**src/rtl/sbfe_pkg.sv**
```systemverilog
package sbfe_pkg;
    localparam int WORD_W      = 32;
    localparam int FIFO_DEPTH  = 8;
    localparam int ADDR_W      = 3;
    localparam int TRIG_W      = 3;
    localparam int LVL_FIELD_W = 4;
    localparam int NUM_STAT    = 8;

    typedef enum logic [ADDR_W-1:0] {
        RA_CTRL  = 3'd0,
        RA_LEVEL = 3'd1,
        RA_MASK  = 3'd2,
        RA_STAT  = 3'd3,
        RA_TXD   = 3'd4,
        RA_RXD   = 3'd5
    } reg_addr_e;

    // Packed order fixes the bit positions software decodes.
    typedef struct packed {
        logic [TRIG_W-1:0] tx_trig;
        logic [TRIG_W-1:0] rx_trig;
        logic              tx_flush;
        logic              rx_flush;
    } fifo_ctrl_t;

    typedef struct packed {
        logic pkt_done;
        logic all_done;
        logic tx_ovf;
        logic rx_unf;
        logic no_ack;
        logic arb_lost;
        logic tx_req;
        logic rx_req;
    } stat_vec_t;

    localparam logic [NUM_STAT-1:0] STICKY_BITS = 8'hFC;

    function automatic logic level_reached(input int level, input int trig);
        return level >= trig + 1;
    endfunction
endpackage

```
**src/rtl/sbfe_fifo.sv**
```systemverilog
module sbfe_fifo #(
    parameter int WIDTH = 32,
    parameter int DEPTH = 8
) (
    input  logic                         clk,
    input  logic                         rst,
    input  logic                         flush,
    input  logic                         push,
    input  logic [WIDTH-1:0]             wdata,
    input  logic                         pop,
    output logic [WIDTH-1:0]             rdata,
    output logic [$clog2(DEPTH+1)-1:0]   count,
    output logic                         full,
    output logic                         empty
);
    localparam int AW = (DEPTH > 1) ? $clog2(DEPTH) : 1;
    localparam int CW = $clog2(DEPTH + 1);

    logic [WIDTH-1:0] mem [DEPTH];
    logic [AW-1:0]    wr_ptr, rd_ptr;
    logic             do_push, do_pop;

    function automatic logic [AW-1:0] ptr_next(input logic [AW-1:0] p);
        return (p == AW'(DEPTH - 1)) ? '0 : p + AW'(1);
    endfunction

    assign full    = (count == CW'(DEPTH));
    assign empty   = (count == '0);
    assign do_push = push && !full && !flush;
    assign do_pop  = pop && !empty && !flush;
    assign rdata   = empty ? '0 : mem[rd_ptr];

    always_ff @(posedge clk) begin
        if (do_push) mem[wr_ptr] <= wdata;
    end

    always_ff @(posedge clk) begin
        if (rst || flush) begin
            wr_ptr <= '0;
            rd_ptr <= '0;
            count  <= '0;
        end else begin
            if (do_push) wr_ptr <= ptr_next(wr_ptr);
            if (do_pop)  rd_ptr <= ptr_next(rd_ptr);
            case ({do_push, do_pop})
                2'b10:   count <= count + CW'(1);
                2'b01:   count <= count - CW'(1);
                default: count <= count;
            endcase
        end
    end

    // the level never exceeds the storage
    p_count_bound_r6: assert property (@(posedge clk) disable iff (rst)
        count <= CW'(DEPTH));
    // a flush leaves the FIFO empty
    p_flush_empty_r7: assert property (@(posedge clk) disable iff (rst)
        flush |=> empty);
    // a push into a full FIFO with no pop keeps the level
    p_full_drop_r3: assert property (@(posedge clk) disable iff (rst)
        (push && full && !pop && !flush) |=> full);
endmodule

```
**src/rtl/sbfe_irq.sv**
```systemverilog
module sbfe_irq
    import sbfe_pkg::*;
(
    input  logic                clk,
    input  logic                rst,
    input  stat_vec_t           evt,
    input  logic                live_rx_req,
    input  logic                live_tx_req,
    input  logic                wr_stat,
    input  logic                wr_mask,
    input  logic [NUM_STAT-1:0] wdata,
    output stat_vec_t           stat,
    output logic [NUM_STAT-1:0] mask,
    output logic                irq
);
    logic [NUM_STAT-1:0] sticky_q;
    logic [NUM_STAT-1:0] clr;

    assign clr = wr_stat ? (wdata & STICKY_BITS) : '0;

    always_ff @(posedge clk) begin
        if (rst) begin
            sticky_q <= '0;
            mask     <= '0;
        end else begin
            for (int i = 0; i < NUM_STAT; i++) begin
                if (STICKY_BITS[i])
                    sticky_q[i] <= (sticky_q[i] && !clr[i]) || evt[i];
                else
                    sticky_q[i] <= 1'b0;
            end
            if (wr_mask) mask <= wdata;
        end
    end

    always_comb begin
        stat        = stat_vec_t'(sticky_q);
        stat.rx_req = live_rx_req;
        stat.tx_req = live_tx_req;
    end

    assign irq = (|(stat & mask)) || stat.pkt_done;

    // packet complete reaches the line whatever the mask holds
    p_pkt_unmaskable_r10: assert property (@(posedge clk) disable iff (rst)
        stat.pkt_done |-> irq);
    // a zero mask with no packet complete keeps the line low
    p_masked_quiet_r10: assert property (@(posedge clk) disable iff (rst)
        (mask == '0 && !stat.pkt_done) |-> !irq);
    // write-one clears a sticky bit when no event arrives
    p_w1c_r9: assert property (@(posedge clk) disable iff (rst)
        (wr_stat && wdata[3] && !evt.no_ack) |=> !stat.no_ack);
    // a sticky bit holds unless cleared
    p_sticky_hold_r9: assert property (@(posedge clk) disable iff (rst)
        (stat.arb_lost && !(wr_stat && wdata[2])) |=> stat.arb_lost);
    // an event sets its bit even when cleared in the same cycle
    p_set_wins_r9: assert property (@(posedge clk) disable iff (rst)
        evt.pkt_done |=> stat.pkt_done);
endmodule

```
**src/rtl/sbfe_fifo_irq_unit.sv**
```systemverilog
module sbfe_fifo_irq_unit
    import sbfe_pkg::*;
#(
    parameter int WIDTH = WORD_W,
    parameter int DEPTH = FIFO_DEPTH
) (
    input  logic              clk,
    input  logic              rst,
    input  logic              reg_wr,
    input  logic              reg_rd,
    input  logic [ADDR_W-1:0] reg_addr,
    input  logic [WIDTH-1:0]  reg_wdata,
    output logic [WIDTH-1:0]  reg_rdata,
    input  logic              eng_tx_pop,
    output logic [WIDTH-1:0]  eng_tx_data,
    output logic              eng_tx_valid,
    input  logic              eng_rx_push,
    input  logic [WIDTH-1:0]  eng_rx_data,
    input  logic              evt_arb_lost,
    input  logic              evt_no_ack,
    input  logic              evt_all_done,
    input  logic              evt_pkt_done,
    output logic              irq
);
    localparam int CW = $clog2(DEPTH + 1);

    reg_addr_e   addr;
    fifo_ctrl_t  ctrl_q;
    stat_vec_t   stat, evt;
    logic [NUM_STAT-1:0] mask;
    logic        wr_ctrl, wr_stat, wr_mask, tx_push, rx_pop;
    logic [CW-1:0] tx_count, rx_count, tx_free;
    logic        tx_full, tx_empty, rx_full, rx_empty;
    logic [WIDTH-1:0] rx_head;
    logic        tx_req, rx_req;

    assign addr    = reg_addr_e'(reg_addr);
    assign wr_ctrl = reg_wr && addr == RA_CTRL;
    assign wr_stat = reg_wr && addr == RA_STAT;
    assign wr_mask = reg_wr && addr == RA_MASK;
    assign tx_push = reg_wr && addr == RA_TXD;
    assign rx_pop  = reg_rd && addr == RA_RXD;

    // Flush bits live exactly one cycle: set by the write, cleared as the
    // FIFO empties on the following edge.
    always_ff @(posedge clk) begin
        if (rst) begin
            ctrl_q <= '0;
        end else if (wr_ctrl) begin
            ctrl_q <= fifo_ctrl_t'(reg_wdata[NUM_STAT-1:0]);
        end else begin
            ctrl_q.tx_flush <= 1'b0;
            ctrl_q.rx_flush <= 1'b0;
        end
    end

    sbfe_fifo #(.WIDTH(WIDTH), .DEPTH(DEPTH)) u_tx_fifo (
        .clk   (clk),
        .rst   (rst),
        .flush (ctrl_q.tx_flush),
        .push  (tx_push),
        .wdata (reg_wdata),
        .pop   (eng_tx_pop),
        .rdata (eng_tx_data),
        .count (tx_count),
        .full  (tx_full),
        .empty (tx_empty)
    );

    sbfe_fifo #(.WIDTH(WIDTH), .DEPTH(DEPTH)) u_rx_fifo (
        .clk   (clk),
        .rst   (rst),
        .flush (ctrl_q.rx_flush),
        .push  (eng_rx_push),
        .wdata (eng_rx_data),
        .pop   (rx_pop),
        .rdata (rx_head),
        .count (rx_count),
        .full  (rx_full),
        .empty (rx_empty)
    );

    assign eng_tx_valid = !tx_empty;
    assign tx_free      = CW'(DEPTH) - tx_count;
    assign tx_req       = level_reached(int'(tx_free), int'(ctrl_q.tx_trig));
    assign rx_req       = level_reached(int'(rx_count), int'(ctrl_q.rx_trig));

    always_comb begin
        evt          = '0;
        evt.arb_lost = evt_arb_lost;
        evt.no_ack   = evt_no_ack;
        evt.all_done = evt_all_done;
        evt.pkt_done = evt_pkt_done;
        evt.tx_ovf   = tx_push && tx_full && !ctrl_q.tx_flush;
        evt.rx_unf   = rx_pop && rx_empty && !ctrl_q.rx_flush;
    end

    sbfe_irq u_irq (
        .clk         (clk),
        .rst         (rst),
        .evt         (evt),
        .live_rx_req (rx_req),
        .live_tx_req (tx_req),
        .wr_stat     (wr_stat),
        .wr_mask     (wr_mask),
        .wdata       (reg_wdata[NUM_STAT-1:0]),
        .stat        (stat),
        .mask        (mask),
        .irq         (irq)
    );

    always_comb begin
        reg_rdata = '0;
        case (addr)
            RA_CTRL:  reg_rdata[NUM_STAT-1:0] = ctrl_q;
            RA_LEVEL: reg_rdata[2*LVL_FIELD_W-1:0] =
                          {LVL_FIELD_W'(tx_free), LVL_FIELD_W'(rx_count)};
            RA_MASK:  reg_rdata[NUM_STAT-1:0] = mask;
            RA_STAT:  reg_rdata[NUM_STAT-1:0] = stat;
            RA_RXD:   reg_rdata = rx_head;
            default:  reg_rdata = '0;
        endcase
    end

    // a push into a full transmit FIFO flags overflow
    p_tx_overflow_r3: assert property (@(posedge clk) disable iff (rst)
        (tx_push && tx_full && !ctrl_q.tx_flush) |=> stat.tx_ovf);
    // an empty receive read flags underflow
    p_rx_underflow_r5: assert property (@(posedge clk) disable iff (rst)
        (rx_pop && rx_empty && !ctrl_q.rx_flush) |=> stat.rx_unf);
    // a flush bit clears itself when not rewritten
    p_flush_selfclear_r7: assert property (@(posedge clk) disable iff (rst)
        (ctrl_q.tx_flush && !wr_ctrl) |=> !ctrl_q.tx_flush);
    // an empty receive FIFO reads as zero
    p_rx_empty_zero_r5: assert property (@(posedge clk) disable iff (rst)
        (addr == RA_RXD && rx_empty) |-> reg_rdata == '0);
    // the engine sees no valid word from an empty FIFO
    p_tx_valid_r2: assert property (@(posedge clk) disable iff (rst)
        (tx_count == '0) |-> !eng_tx_valid);
endmodule

```
**config.mk**
```make
export PLATFORM = sky130hd
export DESIGN_NAME = sbfe_fifo_irq_unit
export DESIGN_NICKNAME = d
export VERILOG_FILES = /design/src/rtl/sbfe_pkg.sv /design/src/rtl/sbfe_fifo.sv /design/src/rtl/sbfe_irq.sv /design/src/rtl/sbfe_fifo_irq_unit.sv
export SDC_FILE = /design/constraint.sdc
export NUM_CORES = 1
export LEC_CHECK = 0
export BUFFER_PORTS_ARGS = -buffer_cell sky130_fd_sc_hd__buf_2
export CORE_MARGIN = 2
export CORE_UTILIZATION = 43
export CTS_CLUSTER_SIZE = 28
export DETAILED_ROUTE_END_ITERATION = 8
export GPL_TIMING_DRIVEN = 0
export PLACE_DENSITY = 0.61
export SLEW_MARGIN = 5
export SYNTH_ARGS = -nofsm -noshare
export SYNTH_HDL_FRONTEND = slang
export SYNTH_SLANG_ARGS = --single-unit
```
**constraint.sdc**
```tcl
create_clock -name clk -period 16.8 [get_ports clk]
set_input_delay 4.2 -clock clk [delete_from_list [all_inputs] [get_ports clk]]
set_output_delay 4.2 -clock clk [all_outputs]
set_load 0.05 [all_outputs]
```
* After elaboration in Yosys (flattened, before gate mapping)
Memories as Yosys holds them, arrays and structs flattened. A register that Yosys moved wholly into a read port is not among the register bits.
Cells that the tools add are included.
** Operators by class
- Add/sub/neg operators :: 11
- $lt $le $gt $ge :: 2
- Equality and inequality tests :: 15
- Multiplexer cells :: 19
- Bitwise gates (word level) :: 2
- Reductions and logical operators :: 51
** Operators by type and width (count)
- 2-to-1 mux 32 bit :: 2
- one-hot mux 8 bit (5 select lines) :: 1
- 2-to-1 mux 24 bit :: 1
- 2-to-1 mux 3 bit :: 8
- logical AND 1 bit :: 23
- equality test 3 bit (second input constant) :: 6
- one-hot mux 4 bit (2 select lines) :: 2
- adder 3 x 1 -> 3 bit (second input constant) :: 4
- zero test 1 bit :: 12
- logical OR 1 bit :: 9
- adder 3 x 1 -> 4 bit (second input constant) :: 2
- adder 4 x 1 -> 4 bit (second input constant) :: 2
- AND 8 bit :: 1
- equality test 4 bit (second input constant) :: 2
- greater-or-equal comparator 4 bit :: 2
- zero test 4 bit :: 2
- 2-to-1 mux 8 bit :: 1
- OR reduction 8 bit :: 1
- subtractor 4 x 1 -> 4 bit (second input constant) :: 2
- equality test 3 x 2 -> 1 bit (second input constant) :: 2
- equality test 2 x 1 -> 1 bit (second input constant) :: 2
- equality test 2 bit (second input constant) :: 2
- 2-to-1 mux 1 bit :: 4
- nonzero test 2 bit :: 2
- 5 further kinds :: 5
** Word-level totals
- Bits in registers :: 42
- Memory bits (writable) :: 512
- Word-level logic and storage cells :: 114
- Memories kept :: 2
** Memory list
- u_rx_fifo.mem :: depth 8, bits a word 32, read ports 1, clocked after Yosys merged registers in 1, wr ports 1, line sbfe_fifo.sv:19 : logic [WIDTH-1:0] mem [DEPTH];
- u_tx_fifo.mem :: depth 8, bits a word 32, read ports 1, clocked after Yosys merged registers in 1, wr ports 1, line sbfe_fifo.sv:19

* Longest topological paths before layout
- Depth after elaboration :: 6
- Depth in mapped cells :: 13
- Depth with buffers taken out :: 13

* Cells and area by module
From an unflattened synthesis, not the netlist that was laid out.
** Second synthesis, totals
- Cell total of the unflattened synthesis :: 1181
- Area, all modules :: 22424.0 um^2
** By module, submodules not included
- sbfe_fifo :: instances 2, cells an instance 484, area each 10373.7 um^2, seq. area each 7947.6 um^2
- sbfe_fifo_irq_unit :: instances 1, cells an instance 156, area each 1142.3 um^2, seq. area each 160.2 um^2
- sbfe_irq :: instances 1, cells an instance 57, area each 534.3 um^2, seq. area each 280.3 um^2

* Worst setup path before layout
Ideal clock, no wire load.
- Kind :: input -> output
- From :: in reg_addr[1]
- To :: out reg_rdata[11]
- Arrival :: 5.825 ns
- Data required time :: 12.600 ns
- Slack :: 6.775 ns
- Stages on the path :: 5
- Path through :: nand3b_2 -> or2_2 -> buf_2 -> buf_2 -> a21oi_1
** Between the ends
- Longest elaborated chain between the ends :: 2
** RTL lines
- start: declaration :: line sbfe_fifo_irq_unit.sv:11 : input logic [ADDR_W-1:0] reg_addr,
- equality test 3 bit :: line sbfe_fifo_irq_unit.sv:114 : case (addr)
- 2-to-1 mux 24 bit :: line sbfe_fifo_irq_unit.sv:114
- end: declaration :: line sbfe_fifo_irq_unit.sv:13 : output logic [WIDTH-1:0] reg_rdata,
Every way passes these cells.

* Worst setup path in the final report
- From :: in reg_addr[1]
- To :: out reg_rdata[0]
** Between the ends
- Longest elaborated chain between the ends :: 2
- Elaborated cells on any way between the ends :: 6
** RTL lines (line)
- equality test 3 bit (tied with other cells) :: sbfe_fifo_irq_unit.sv:114
- one-hot mux 8 bit (5 select lines) * :: sbfe_fifo_irq_unit.sv:114
Every way passes the cells marked *; elsewhere a longest branch is shown, timed or not.

==> summary.md <==
| Metric | Value |
|---|---|
| Pin count of the biggest net entering global routing | `23` |
| Port bufs | `142` |
| # setup viols final | `0` |
| Starting DRT DRC Count | `697` |
| Post_cts resized | `0` |
| Most common cell after layout, fill and taps aside | `edfxtp_1` |
| Worst R2R Start | `u_tx_fifo.count[0]` |
| TNS Setup | `0 ps` |
| Worst Hold End | `u_irq.mask[7]` |
| Row cnt | `83` |
| Worst-case reg-to-reg path depth | `12` |
| Vias in the first global route | `roughly 12000` |
| Synth Warn # | `0` |
| Final ANT Viol Nets | `0` |
| Worst skew pair latency | `between 600 and 700 ps` |
| FF-to-FF End | `u_tx_fifo.count[3]` |
| HP Class | `flop to flop` |
| Layout cells sized above 1 | `between 30% and 40%` |
| Share of the synthesized area in the top cell type | `a little over two thirds` |
| Minimum clock period | `10190 ps` |
| Sink Count | `560` |
| Crit-path slowest cell | `nor3_2` |
| EDFF count, synth | `512` |
| Worst-path cell chain | `buf_2 > nand3b_2 > nor3_2 > a22oi_1 > o221ai_1 > buf_2` |
| DR vias/cell | `5.34` |
| R2R Setup Slk | `13600 ps` |
| I/O pin count | `143` |
| Final Non-Filler Cells | `between 2000 and 2500` |
| Routed length per placed instance | `22.3 um` |
| Initial core utilization | `43.2%` |
| #FFs+latches synth | `560` |
| Worst EP required | `12600 ps` |
| CTS Buffer Depth | `3` |
| Crit path capture type | `primary output` |
| Setup Skew | `16.9 ps` |
| Setup bufs post-CTS | `0` |
| Net Count, Synth | `~1200` |
| Reg clk slew, reported paths | `60 ps` |
| Global-route wire length before repair | `72400 um` |
| Aggregate global-route resource usage | `18.2%` |
| Seq/Total Area, Yosys | `73.9%` |
| Tightest Pin Transition | `between 900 and 1000 ps` |
| Final WL | `47600 um` |
| Mapped Area | `22100 um^2` |
| Initial antenna violation count | `5` |
| Gp weighted congestion | `0.765` |
| DR vias | `about 11000` |
| Hold depth | `2` |
| Area leader, netlist | `edfxtp_1` |
| Core area | `51100 um^2` |
| Die Width | `231 um` |
| CP Class | `input pin to primary output` |
| Area grow syn2layout | `18.6%` |
| Drt pass-1 iters | `5` |
| RSZ-0062 raised after global routing | `false` |
| Cells after DPL | `slightly above 2000` |
| Max-slew violation count | `0` |
| Hold path start | `u_irq.mask[7]` |
| Setup crit start kind | `input pin` |
| PD cells | `~120 nW/um^2` |
| CP most frequent cell | `buf_2` |
| Max Cap Viol | `0` |
| Grt total ovfl | `0` |
| Worst path arrival time | `5990 ps` |
| Final Cycle Share | `60.7%` |
| DP HPWL | `between 30000 and 40000 um` |
| Die Footprint | `53200 um^2` |
| Largest cells by area after synthesis | `edfxtp_1, mux4_2, dfxtp_1, mux2i_1, ha_1` |
| CTS tree | `built` |
| TritonCTS buffer count | `57` |
| Synth Instances | `1145` |
| Fmax | `between 90 and 100 MHz` |
| Ys async rst share | `0%` |
| Avg Cell Area, Syn | `19.3 um^2` |
| CP top delay family | `simple AND/OR/NAND/NOR gates` |
| Hold-fix buffers, CTS | `0` |
| Nets | `~1500` |
| CTS root buf | `clkbuf_16` |
| Rel. slew slack | `38.2%` |
| Critical-path maximum fanout | `8` |
| CP peak stage delay | `600 ps` |
| Status | `finished clean` |
| Final hold vios | `0` |
| Die H | `231 um` |
| Main synth FF type | `edfxtp_1` |
| Crit path buffers/inverters | `2` |
| Leakage | `0.00871 uW` |
| Commonest non-fill, non-tap cells in the layout | `edfxtp_1, buf_2, mux4_2` |
| Yosys cell types | `53` |
| DRC viols | `0` |
| Max VDD drop | `between 0.09 and 0.1 mV` |
| Htree depth | `2` |
## stage by stage
step                      hold WS [ps]  instance area, um^2  utilization (%)  worst slack, ps  total power, uW
final                              475                26200             51.3             6610             3060
after global routing               498                26200             51.3             6520             3160
after CTS                          477                26200             51.3             6570             3100
after detailed placement           468                24400             47.7             6560             1850
after global placement             461                23700             46.3             4380             1840
after floorplan                    433                22100                -             6770             1760
## tightest hold or removal path, stage by stage (launching register included)
cell     delay [ps]
dfxtp_1         320
nand2_1          60
a21oi_1          50
## cells in the mapped netlist (all sizes together) (4+ instances only)
library cell,number
o21ai,4
nor3b,8
a221o,4
mux4,134
ha,25
mux2i,43
xor2,5
nand3,7
nor2b,4
clkbuf,23
and2,6
a21oi,53
nand2,83
dfxtp,48
nor4b,4
nor2,73
a22oi,5
or2,4
edfxtp,512
buf,31
inv,20
nor3,10
## final cells by class
type	instances	area, um^2
fillers	4172	24900
multi-input cells	511	5530
clock buffers	72	1480
repair buffers	203	1330
plain buffers	54	245
well taps	680	851
inverters	20	75.1
diodes	1	2.50
clock inverters	31	347
flip-flops and latches	560	16300
## cell families (layout without fill, tap and decap cells)
kind of cell	Yosys count	after routing	synth area share [%]
muxes	177	177	15.6
and+or+nand+nor	215	215	4.73
buffers and inverters	74	380	1.45
DFF	560	560	73.9
xor gates and xnor gates	8	8	0.317
AOI/OAI and AO/OA	84	84	2.36
adders and majority gates	27	27	1.60
other	0	1	0
## power breakdown
part | internal (uW) | switching, uW
registers | 1540 | 9.13
clock network | 731 | 516
logic | 96.4 | 171
total | 2370 | 696
## metal layers
metal,vias to the layer above,wire (um),global-route usage (%)
met2,272,24300,31.3
li1,5133,-,-
met3,74,2390,3.57
met1,5895,20000,23.7
met4,10,893,4.68
met5,-,63,0
## worst max-delay path by stage
stage,from,endpoint,slack [ps],cells after the start
global placement,eng_rx_push,u_rx_fifo.mem[4][27],4380,5
detailed placement,reg_addr[1],reg_rdata[0],6560,6
CTS,reg_addr[1],reg_rdata[0],6570,6
finish,reg_addr[1],reg_rdata[0],6610,6
global route,reg_addr[1],reg_rdata[0],6520,6
floorplan,reg_addr[1],reg_rdata[11],6770,5
## flip-flops by register name, indices dropped and copies added, names as in the netlist, named ones only
name,flops
u_rx_fifo.mem,256
u_rx_fifo.wr_ptr,3
u_irq.mask,8
u_tx_fifo.mem,256
u_tx_fifo.rd_ptr,3
ctrl_q,8
u_rx_fifo.count,4
u_tx_fifo.count,4
u_rx_fifo.rd_ptr,3
u_irq.sticky_q,6
u_tx_fifo.wr_ptr,3
Note: power is estimated with default switching activity, not from simulation.
